<file path="config.mk">
export PLATFORM = sky130hd
export DESIGN_NAME = fp32_xmul
export DESIGN_NICKNAME = d
export VERILOG_FILES = /design/src/rtl/fp32_xmul_pkg.sv /design/src/rtl/xwise_sig_mul.sv /design/src/rtl/fp32_xmul_ctrl.sv /design/src/rtl/fp32_xmul_dpath.sv /design/src/rtl/fp32_xmul.sv
export SDC_FILE = /design/constraint.sdc
export NUM_CORES = 2
export LEC_CHECK = 0
export BUFFER_PORTS_ARGS = -buffer_cell sky130_fd_sc_hd__buf_4
export CORE_MARGIN = 5
export CORE_UTILIZATION = 52
export CTS_BUF_LIST = sky130_fd_sc_hd__clkbuf_8
export CTS_CLUSTER_DIAMETER = 40
export DETAILED_ROUTE_END_ITERATION = 10
export MAX_ROUTING_LAYER = met4
export PLACE_DENSITY = 0.73
export SETUP_SLACK_MARGIN = 0.1
export SKIP_LAST_GASP = 1
export SLEW_MARGIN = 20
export SYNTH_ARGS = -nofsm -noshare
export SYNTH_HDL_FRONTEND = slang
export SYNTH_SLANG_ARGS = --single-unit
</file>
<file path="constraint.sdc">
create_clock -name clk -period 53.5 [get_ports clk]
set_input_delay 5.35 -clock clk [delete_from_list [all_inputs] [get_ports clk]]
set_output_delay 5.35 -clock clk [all_outputs]
set_load 0.03 [all_outputs]
</file>
<file path="src/rtl/fp32_xmul_pkg.sv">
package fp32_xmul_pkg;

  // Load strobes from the control module to the datapath
  typedef struct packed {
    logic ldIn;   // capture operands and column sums
    logic ldOut;  // capture the finished result
  } xmulStrobes_t;

endpackage

</file>
<file path="src/rtl/xwise_sig_mul.sv">
// Significand multiplier: per-column popcount of bit-products (registered),
// then a carry ripple from column to column.
module xwise_sig_mul #(
  parameter int SIG_W = 24
) (
  input  logic                 clk,
  input  logic                 ldCols,
  input  logic [SIG_W-1:0]     sigA,
  input  logic [SIG_W-1:0]     sigB,
  output logic [2*SIG_W-1:0]   prod
);
  localparam int NCOL = 2*SIG_W - 1;
  localparam int CW   = $clog2(SIG_W + 1);

  logic [CW-1:0] colSum [NCOL];
  logic [CW-1:0] colQ   [NCOL];
  logic [CW-1:0] carry  [NCOL+1];
  logic [CW:0]   colTot [NCOL];

  // Step one: every column k counts the products sigA[i] & sigB[k-i]
  for (genvar k = 0; k < NCOL; k++) begin : gCol
    localparam int LO = (k >= SIG_W) ? k - SIG_W + 1 : 0;
    localparam int HI = (k < SIG_W) ? k : SIG_W - 1;
    logic [HI-LO:0] bitProd;
    for (genvar i = LO; i <= HI; i++) begin : gBit
      assign bitProd[i-LO] = sigA[i] & sigB[k-i];
    end
    assign colSum[k] = CW'($countones(bitProd));
  end

  always_ff @(posedge clk) begin
    if (ldCols) colQ <= colSum;
  end

  // Step two: each column's carry moves one column up
  assign carry[0] = '0;
  for (genvar k = 0; k < NCOL; k++) begin : gRip
    assign colTot[k]  = {1'b0, colQ[k]} + {1'b0, carry[k]};
    assign prod[k]    = colTot[k][0];
    assign carry[k+1] = colTot[k][CW:1];
  end
  assign prod[2*SIG_W-1] = carry[NCOL][0];

  // The top carry is at most 1 since the product fits in 2*SIG_W bits
  logic unusedTopCarry;
  assign unusedTopCarry = ^carry[NCOL][CW-1:1];
endmodule

</file>
<file path="src/rtl/fp32_xmul_ctrl.sv">
module fp32_xmul_ctrl
  import fp32_xmul_pkg::*;
(
  input  logic         clk,
  input  logic         rstN,
  input  logic         inValid,
  output xmulStrobes_t strobes,
  output logic         outValid
);
  logic midValid;

  always_ff @(posedge clk or negedge rstN) begin
    if (!rstN) begin
      midValid <= 1'b0;
      outValid <= 1'b0;
    end else begin
      midValid <= inValid;
      outValid <= midValid;
    end
  end

  always_comb begin
    strobes.ldIn  = inValid;
    strobes.ldOut = midValid;
  end
endmodule

</file>
<file path="src/rtl/fp32_xmul_dpath.sv">
module fp32_xmul_dpath
  import fp32_xmul_pkg::*;
#(
  parameter int EXP_W  = 8,
  parameter int FRAC_W = 23
) (
  input  logic                        clk,
  input  logic                        rstN,
  input  xmulStrobes_t                strobes,
  input  logic [EXP_W+FRAC_W:0]       opA,
  input  logic [EXP_W+FRAC_W:0]       opB,
  output logic [EXP_W+FRAC_W:0]       result,
  output logic                        ovfFlag,
  output logic                        unfFlag
);
  localparam int DATA_W = 1 + EXP_W + FRAC_W;
  localparam int SIG_W  = FRAC_W + 1;
  localparam int PW     = 2 * SIG_W;
  localparam int XW     = EXP_W + 2;
  localparam int BIAS   = (1 << (EXP_W - 1)) - 1;
  localparam int EMAX   = (1 << EXP_W) - 2;

  // ---- stage one: unpack, exponent sum ----
  logic [EXP_W-1:0] expA, expB;
  logic             hidA, hidB;
  logic [SIG_W-1:0] sigA, sigB;

  assign expA = opA[DATA_W-2 -: EXP_W];
  assign expB = opB[DATA_W-2 -: EXP_W];
  assign hidA = |expA;
  assign hidB = |expB;
  assign sigA = {hidA, opA[FRAC_W-1:0]};
  assign sigB = {hidB, opB[FRAC_W-1:0]};

  logic          signQ;
  logic          zeroQ;
  logic [XW-1:0] expSumQ;

  always_ff @(posedge clk) begin
    if (strobes.ldIn) begin
      signQ   <= opA[DATA_W-1] ^ opB[DATA_W-1];
      zeroQ   <= ~(hidA & hidB);
      expSumQ <= XW'(expA) + XW'(expB) - XW'(BIAS);
    end
  end

  logic [PW-1:0] sigProd;

  xwise_sig_mul #(.SIG_W(SIG_W)) uCore (
    .clk    (clk),
    .ldCols (strobes.ldIn),
    .sigA   (sigA),
    .sigB   (sigB),
    .prod   (sigProd)
  );

  // ---- stage two: normalise, range check, pack ----
  logic              topBit;
  logic [FRAC_W-1:0] fracN;
  logic [XW-1:0]     expAdj;
  logic              isOvf, isUnf;
  logic [DATA_W-1:0] packed_d;

  assign topBit = sigProd[PW-1];
  assign fracN  = topBit ? sigProd[PW-2 -: FRAC_W] : sigProd[PW-3 -: FRAC_W];
  assign expAdj = expSumQ + XW'(topBit);
  assign isOvf  = !zeroQ && ($signed(expAdj) > $signed(XW'(EMAX)));
  assign isUnf  = !zeroQ && ($signed(expAdj) < $signed(XW'(1)));

  always_comb begin
    if (zeroQ || isUnf)
      packed_d = {signQ, {(DATA_W-1){1'b0}}};
    else if (isOvf)
      packed_d = {signQ, EXP_W'(EMAX), {FRAC_W{1'b1}}};
    else
      packed_d = {signQ, expAdj[EXP_W-1:0], fracN};
  end

  always_ff @(posedge clk or negedge rstN) begin
    if (!rstN) begin
      result  <= '0;
      ovfFlag <= 1'b0;
      unfFlag <= 1'b0;
    end else if (strobes.ldOut) begin
      result  <= packed_d;
      ovfFlag <= isOvf;
      unfFlag <= isUnf;
    end
  end

  // Bits below the kept fraction are truncated away
  logic unusedLowBits;
  assign unusedLowBits = ^sigProd[SIG_W-2:0];
endmodule

</file>
<file path="src/rtl/fp32_xmul.sv">
module fp32_xmul
  import fp32_xmul_pkg::*;
#(
  parameter int EXP_W  = 8,
  parameter int FRAC_W = 23
) (
  input  logic                  clk,
  input  logic                  rstN,
  input  logic                  inValid,
  input  logic [EXP_W+FRAC_W:0] opA,
  input  logic [EXP_W+FRAC_W:0] opB,
  output logic                  outValid,
  output logic [EXP_W+FRAC_W:0] result,
  output logic                  ovfFlag,
  output logic                  unfFlag
);
  xmulStrobes_t strobes;

  fp32_xmul_ctrl uCtrl (
    .clk      (clk),
    .rstN     (rstN),
    .inValid  (inValid),
    .strobes  (strobes),
    .outValid (outValid)
  );

  fp32_xmul_dpath #(.EXP_W(EXP_W), .FRAC_W(FRAC_W)) uDp (
    .clk     (clk),
    .rstN    (rstN),
    .strobes (strobes),
    .opA     (opA),
    .opB     (opB),
    .result  (result),
    .ovfFlag (ovfFlag),
    .unfFlag (unfFlag)
  );
endmodule

</file>
Word level (Yosys, flattened, before mapping)
Cells that the tools add are included.

Add/sub/neg operators: 577. Multiply operators: 0. Divide/modulo/power cells: 0. Magnitude comparators: 2. Eq/ne operators: 0. Shift operators: 0. Multiplexer cells: 3. Bitwise operators: 577. Reduce and logical (&&, ||, !) cells: 6.

Operator list (number): 1-bit AND (575); 1-bit by 1-bit adder with 2-bit output (276); 2-bit by 2-bit adder with 3-bit output (126); 5-bit by 5-bit adder with 6-bit output (40); 3-bit by 3-bit adder with 4-bit output (57); 4-bit by 4-bit adder with 5-bit output (23); 31-bit 2-to-1 mux (2); 2-bit by 1-bit adder with 3-bit output (12); 5-bit by 4-bit adder with 5-bit output (7); 3-bit by 1-bit adder with 4-bit output (6); 3-bit by 2-bit adder with 4-bit output (6); 23-bit 2-to-1 mux (1); 4-bit by 3-bit adder with 5-bit output (4); 5-bit by 3-bit adder with 5-bit output (4); 8-bit OR reduction (2); 10-bit by 1-bit adder with 10-bit output (1); 4-bit by 1-bit adder with 5-bit output (2); 4-bit by 2-bit adder with 5-bit output (2); 5-bit by 1-bit adder with 5-bit output (2); 5-bit by 2-bit adder with 5-bit output (2); 10-bit by 9-bit greater-than comparator with 1-bit output (second input constant) (1); 10-bit by 2-bit < comparator with 1-bit output (second input constant) (1); 10-bit by 7-bit subtractor with 10-bit output (second input constant) (1); 8-bit by 8-bit adder with 9-bit output (1); other kinds (10) (11).

Bits in registers: 269. Latch bits: 0. Bits in writable memories: 0. ROM bits: 0. Input bits: 67. Output and inout port bits: 35. Word-level logic and storage cells: 1219. Memories kept: 0.

Logic depth before layout (Yosys ltp)
Word-level depth: 50. Mapped depth: 180. Gate-level depth less buffers: 177.

Modules after synthesis
A second synthesis with hierarchy kept.

Cell total of the unflattened synthesis: 2946. Area, all modules: 29679.7 um^2.

Modules (own cells, without submodules): xwise_sig_mul (times used 1, cells an instance 2640, area each 26778.2 um^2, sequential area each 5495.3 um^2); fp32_xmul_dpath (times used 1, cells an instance 302, area each 2836.5 um^2, sequential area each 1211.2 um^2); fp32_xmul_ctrl (times used 1, cells an instance 4, area each 65.1 um^2, sequential area each 50.0 um^2).

Worst setup path before layout
Ideal clock, no wire load.

Path kind: register -> register. Start: register uDp.uCore.colQ[226] (netlist name). End: register uDp.result[10]. Library setup time: 0.123 ns. Arrival time: 35.033 ns. Required time: 53.377 ns. Path slack: 18.345 ns. Cell stages (with the launch flop): 167. Buffers on the path: 3. Clock period less this slack: 35.155 ns. Cell sequence: edfxtp_1 and2_1 ha_1 and2_1 fa_1 xor2_1 inv_1 fa_1 xnor2_1 inv_1 fa_1 xnor2_1 fa_1 xor2_1 inv_1 fa_1 xnor2_1 inv_1 [... 131 more ...] ha_1 xnor2_1 xnor2_1 xnor2_2 buf_6 inv_2 buf_2 ha_1 ha_1 xor2_1 or4_1 or3_1 nor3_1 a21oi_1 o22ai_1 a211oi_1 clkbuf_1 o221a_2.

Cells in the longest elaborated chain, start to end: 50. Elaborated cells between the ends (all ways): 54. Classes of those cells: 46 x add/sub; 2 x order compare; 3 x mux; 3 x reduce/logical.

RTL lines: start, declared (line xwise_sig_mul.sv:16) `logic [CW-1:0] colQ [NCOL];`; start signal, assigned (line xwise_sig_mul.sv:32) `if (ldCols) colQ <= colSum;`; 5-bit by 4-bit adder with 6-bit output * (line xwise_sig_mul.sv:38) `assign colTot[k] = {1'b0, colQ[k]} + {1'b0, carry[k]};`; 5-bit by 5-bit adder with 6-bit output * (31 in series) (line xwise_sig_mul.sv:38); 5-bit by 5-bit adder with 6-bit output (9 in series) (line xwise_sig_mul.sv:38); 5-bit adder (line xwise_sig_mul.sv:38); 3-bit by 4-bit adder with 4-bit output (line xwise_sig_mul.sv:38); 2-bit by 3-bit adder with 3-bit output (line xwise_sig_mul.sv:38); 1-bit by 2-bit adder with 2-bit output (line xwise_sig_mul.sv:38); 10-bit by 1-bit adder with 10-bit output (line fp32_xmul_dpath.sv:66) `assign expAdj = expSumQ + XW'(topBit);`; 10-bit by 9-bit greater-than comparator with 1-bit output or 10-bit by 2-bit < comparator with 1-bit output (tied branches) (line fp32_xmul_dpath.sv:67, fp32_xmul_dpath.sv:68); 1-bit logical AND, on equally long branches (line fp32_xmul_dpath.sv:67, fp32_xmul_dpath.sv:68); 31-bit 2-to-1 mux or 1-bit logical OR (tied branches) (line fp32_xmul_dpath.sv:73, fp32_xmul_dpath.sv:71); 31-bit 2-to-1 mux * (line fp32_xmul_dpath.sv:71) `if (zeroQ || isUnf)`; end signal, assigned (line fp32_xmul_dpath.sv:85) `result <= packed_d;`; end, declared (line fp32_xmul_dpath.sv:12) `output logic [EXP_W+FRAC_W:0] result,`.

Mark *: on every way between the ends. The rest lies on a longest branch, timed or not. A chain may end at the register's enable or synchronous reset.

Worst setup path after layout
Start: register uDp.uCore.colQ[226] (netlist name). End: register uDp.result[2].

Cells in the longest elaborated chain, start to end: 50. Elaborated cells between the ends (all ways): 54. Classes of those cells: 46 x add/sub; 2 x order compare; 3 x mux; 3 x reduce/logical.

RTL lines (line): 5-bit by 4-bit adder with 6-bit output * (xwise_sig_mul.sv:38); 5-bit by 5-bit adder with 6-bit output * (23 in series) (xwise_sig_mul.sv:38); 5-bit by 5-bit adder with 6-bit output (17 in series) (xwise_sig_mul.sv:38); 5-bit adder (xwise_sig_mul.sv:38); 3-bit by 4-bit adder with 4-bit output (xwise_sig_mul.sv:38); 2-bit by 3-bit adder with 3-bit output (xwise_sig_mul.sv:38); 1-bit by 2-bit adder with 2-bit output (xwise_sig_mul.sv:38); 10-bit by 1-bit adder with 10-bit output (fp32_xmul_dpath.sv:66); 10-bit by 9-bit greater-than comparator with 1-bit output or 10-bit by 2-bit < comparator with 1-bit output (tied branches) (fp32_xmul_dpath.sv:67, fp32_xmul_dpath.sv:68); 1-bit logical AND, on equally long branches (fp32_xmul_dpath.sv:67, fp32_xmul_dpath.sv:68); 31-bit 2-to-1 mux or 1-bit logical OR (tied branches) (fp32_xmul_dpath.sv:73, fp32_xmul_dpath.sv:71); 31-bit 2-to-1 mux * (fp32_xmul_dpath.sv:71).

Marked as above.

==> impl_metrics.env <==
export IMPL_status="completed"
export IMPL_setup_viol=0
export IMPL_ctsHoldBuffers=0
export IMPL_grt_total_usage=0.260
export IMPL_cp_end_kind="register"
export IMPL_grt_overflow=0
export IMPL_cts_tree="built"
export IMPL_nets=3757
export IMPL_synth_seq_area_share=0.227
export IMPL_first_global_vias=22700
export IMPL_routedWlPerCell_um=20.3
export IMPL_drc=0
export IMPL_timing_slew_headroom=0.343
export IMPL_ys_top_cells_by_area="fa_1, edfxtp_1, ha_1"
export IMPL_cts_resized=0
export IMPL_yosys_most_used_dff="edfxtp_1"
export IMPL_hp_start="uDp.signQ"
export IMPL_yosysTopAreaCell="fa_1"
export IMPL_routed_via_density=5.61
export IMPL_holdWs_ps=481
export IMPL_fin_tns_setup_ps=0
export IMPL_synth_edf_count=193
export IMPL_min_to="uDp.result[31]"
export IMPL_area_delta_synth_final_pct=8.30
export IMPL_io_buffers=101
export IMPL_vias=21100
export IMPL_root_buffer="clkbuf_8"
export IMPL_path_class="register to register"
export IMPL_cpPeakStageDelay_ps=790
export IMPL_fin_worst_skew_ps=55.2
export IMPL_antenna_found_initial=3
export IMPL_final_util=0.567
export IMPL_num_rows=87
export IMPL_fp_dieH_um=248
export IMPL_yosys_area_share_adder=0.413
export IMPL_synth_most_common_cell="inv_1"
export IMPL_r2r_start="uDp.uCore.colQ[226]"
export IMPL_ios=102
export IMPL_multi_input_area_um2=20400
export IMPL_reg2regPathDepth=155
export IMPL_maxCapViolations=0
export IMPL_synth_xor_area_share=0.0523
export IMPL_finalHoldViolCount=0
export IMPL_htreeDepth=2
export IMPL_clk_latency_ps=650
export IMPL_clk_pin_slew_ps=60
export IMPL_yosysTopAreaCellShare=0.277
export IMPL_min_delay_path_class="register to register"
export IMPL_synth_nets=3709
export IMPL_fp_dieArea_um2=61500
export IMPL_reg2reg_to="uDp.result[2]"
export IMPL_synth_cell_types=55
export IMPL_gp_congestion=0.887
export IMPL_synth_compound_area_frac=0.0782
export IMPL_final_area_um2=31900
export IMPL_synth_top_family_by_area="adder cells"
export IMPL_cp_start_kind="register"
export IMPL_initial_utilization=0.523
export IMPL_async_flop_share=0.157
export IMPL_synth_commonest_cells="inv_1, fa_1, ha_1"
export IMPL_synthCells=2913
export IMPL_r2r_slack_ps=14590
export IMPL_grt_pass1_wl_mm=120
export IMPL_synth_seq_cells=229
export IMPL_antenna_left=0
export IMPL_syn_avg_cell_area_um2=10.1
export IMPL_register_area_um2=6700
export IMPL_rsz0062_at_grt="no"
export IMPL_die_width_um=248
export IMPL_slowest_stage="xnor2_2"
export IMPL_first_pass_iters=5
export IMPL_synth_simple_gate_area_frac=0.146
export IMPL_cts_buffer_depth=3
export IMPL_cts_buffers=51
export IMPL_wl_mm=76.5
export IMPL_cp_max_fo=24
export IMPL_layout_min_cycle_time_ps=38910
export IMPL_fin_crit_sh=0.727
export IMPL_dp_hpwl_mm=51.1
export IMPL_whs_path_depth=1
export IMPL_post_cts_buffers=0
export IMPL_synth_mux_area_frac=0.00170
export IMPL_drt_iter0_markers=1365
export IMPL_grt_start_max_net_pins=73
export IMPL_crit_top_cell="inv_1"
export IMPL_dpl_cell_area_um2=30800
export IMPL_crit_required_ps=54040
export IMPL_fmax_ghz=0.0257
export IMPL_yosysWarnings=0
export IMPL_fillCellCount=4788
export IMPL_core_area_um2=56300
export IMPL_netlist_area_um2=29400
export IMPL_cts_sinks=229
export IMPL_drive_gt1_frac=0.0753
export IMPL_drv_slew=0
export IMPL_worst_slew_pin_transition_ps=985
export IMPL_cp_arrival_ps=39450
through the flow:
step,setup slack (ps),std cells
2_1_floorplan,18340,2913
3_3_place_gp,15780,3663
3_5_place_dp,14640,3663
4_1_cts,14540,3757
5_1_grt,11830,3759
6_report,14590,3759
registers in the layout, summed over array words and instances, names as in the netlist:
| register | flops |
|---|---|
| uDp.uCore.colQ | 181 |
| uDp.result | 32 |
| uDp.expSumQ | 10 |
| uCtrl.midValid | 1 |
| uCtrl.outValid | 1 |
| uDp.ovfFlag | 1 |
| uDp.signQ | 1 |
| uDp.unfFlag | 1 |
| uDp.zeroQ | 1 |
critical path, delay by kind of cell (launching register included):
family,cells,cell delay [ps]
adders and majority gates,54,21340
xor gates and xnor gates,39,9100
DFF,1,350
and+or+nand+nor,7,1690
AOI/OAI and AO/OA,9,2040
buffers and inverters,46,4230
worst max path at each step:
stage          slack (ps)  cells past startpoint                start              to
5_1_grt             11830                    155  uDp.uCore.colQ[220]   uDp.result[2]
3_5_place_dp        14640                    151  uDp.uCore.colQ[226]  uDp.result[20]
4_1_cts             14540                    152  uDp.uCore.colQ[226]  uDp.result[20]
2_1_floorplan       18340                    166  uDp.uCore.colQ[226]  uDp.result[10]
3_3_place_gp        15780                    157  uDp.uCore.colQ[226]   uDp.result[3]
6_report            14590                    155  uDp.uCore.colQ[226]   uDp.result[2]
logic make-up (layout without fill, tap and decap cells):
kind of cell             after synthesis  count (layout)
AO/OA/AOI/OAI                        341             341
XOR/XNOR                             175             175
adder cells (fa/ha/maj)              729             729
buffers and inverters                633             722
flip-flops                           229             229
multiplexers                           4               4
other                                  0               1
AND/OR/NAND/NOR                      802             802
area by class of cell:
cell class / count / area share
Multi-Input combinational cell: 2051 / 0.639
Sequential cell: 229 / 0.210
Inverter: 521 / 0.0613
Tap cell: 756 / 0.0297
Timing Repair Buffer: 107 / 0.0255
Clock buffer: 53 / 0.0229
Clock inverter: 41 / 0.0117
Antenna cell: 1 / 0.0000785
layout by cell type (no fill, tap or decap), types with 5 or more instances in the layout:
master	n
o21a_1	8
and2_1	307
or4_1	24
a211oi_1	12
fa_1	407
bufinv_16	6
clkinvlp_4	6
ha_1	322
clkbuf_8	54
xor2_1	33
dfrtp_1	35
a21oi_1	101
nand2b_1	43
or3_1	24
nor4_1	5
nor2b_1	62
o21bai_1	22
clkinv_1	7
nor2_1	25
clkinv_2	6
inv_1	531
nand2_1	283
buf_4	105
edfxtp_1	193
nand3_1	8
o221a_2	23
a21o_1	104
xnor2_1	141
o21ai_0	47
per-layer routing:
layer | vias to the layer above | global-route usage | part of all wire
li1 | 9321 | - | -
met1 | 10600 | 0.319 | 0.39
met2 | 843 | 0.431 | 0.49
met3 | 264 | 0.0490 | 0.081
met4 | 0 | 0.0951 | 0.040
met5 | - | - | 0
Power is left out: the tool's default activity adds up to more than one toggle a clock period on the data nets, which glitch-free logic cannot reach.
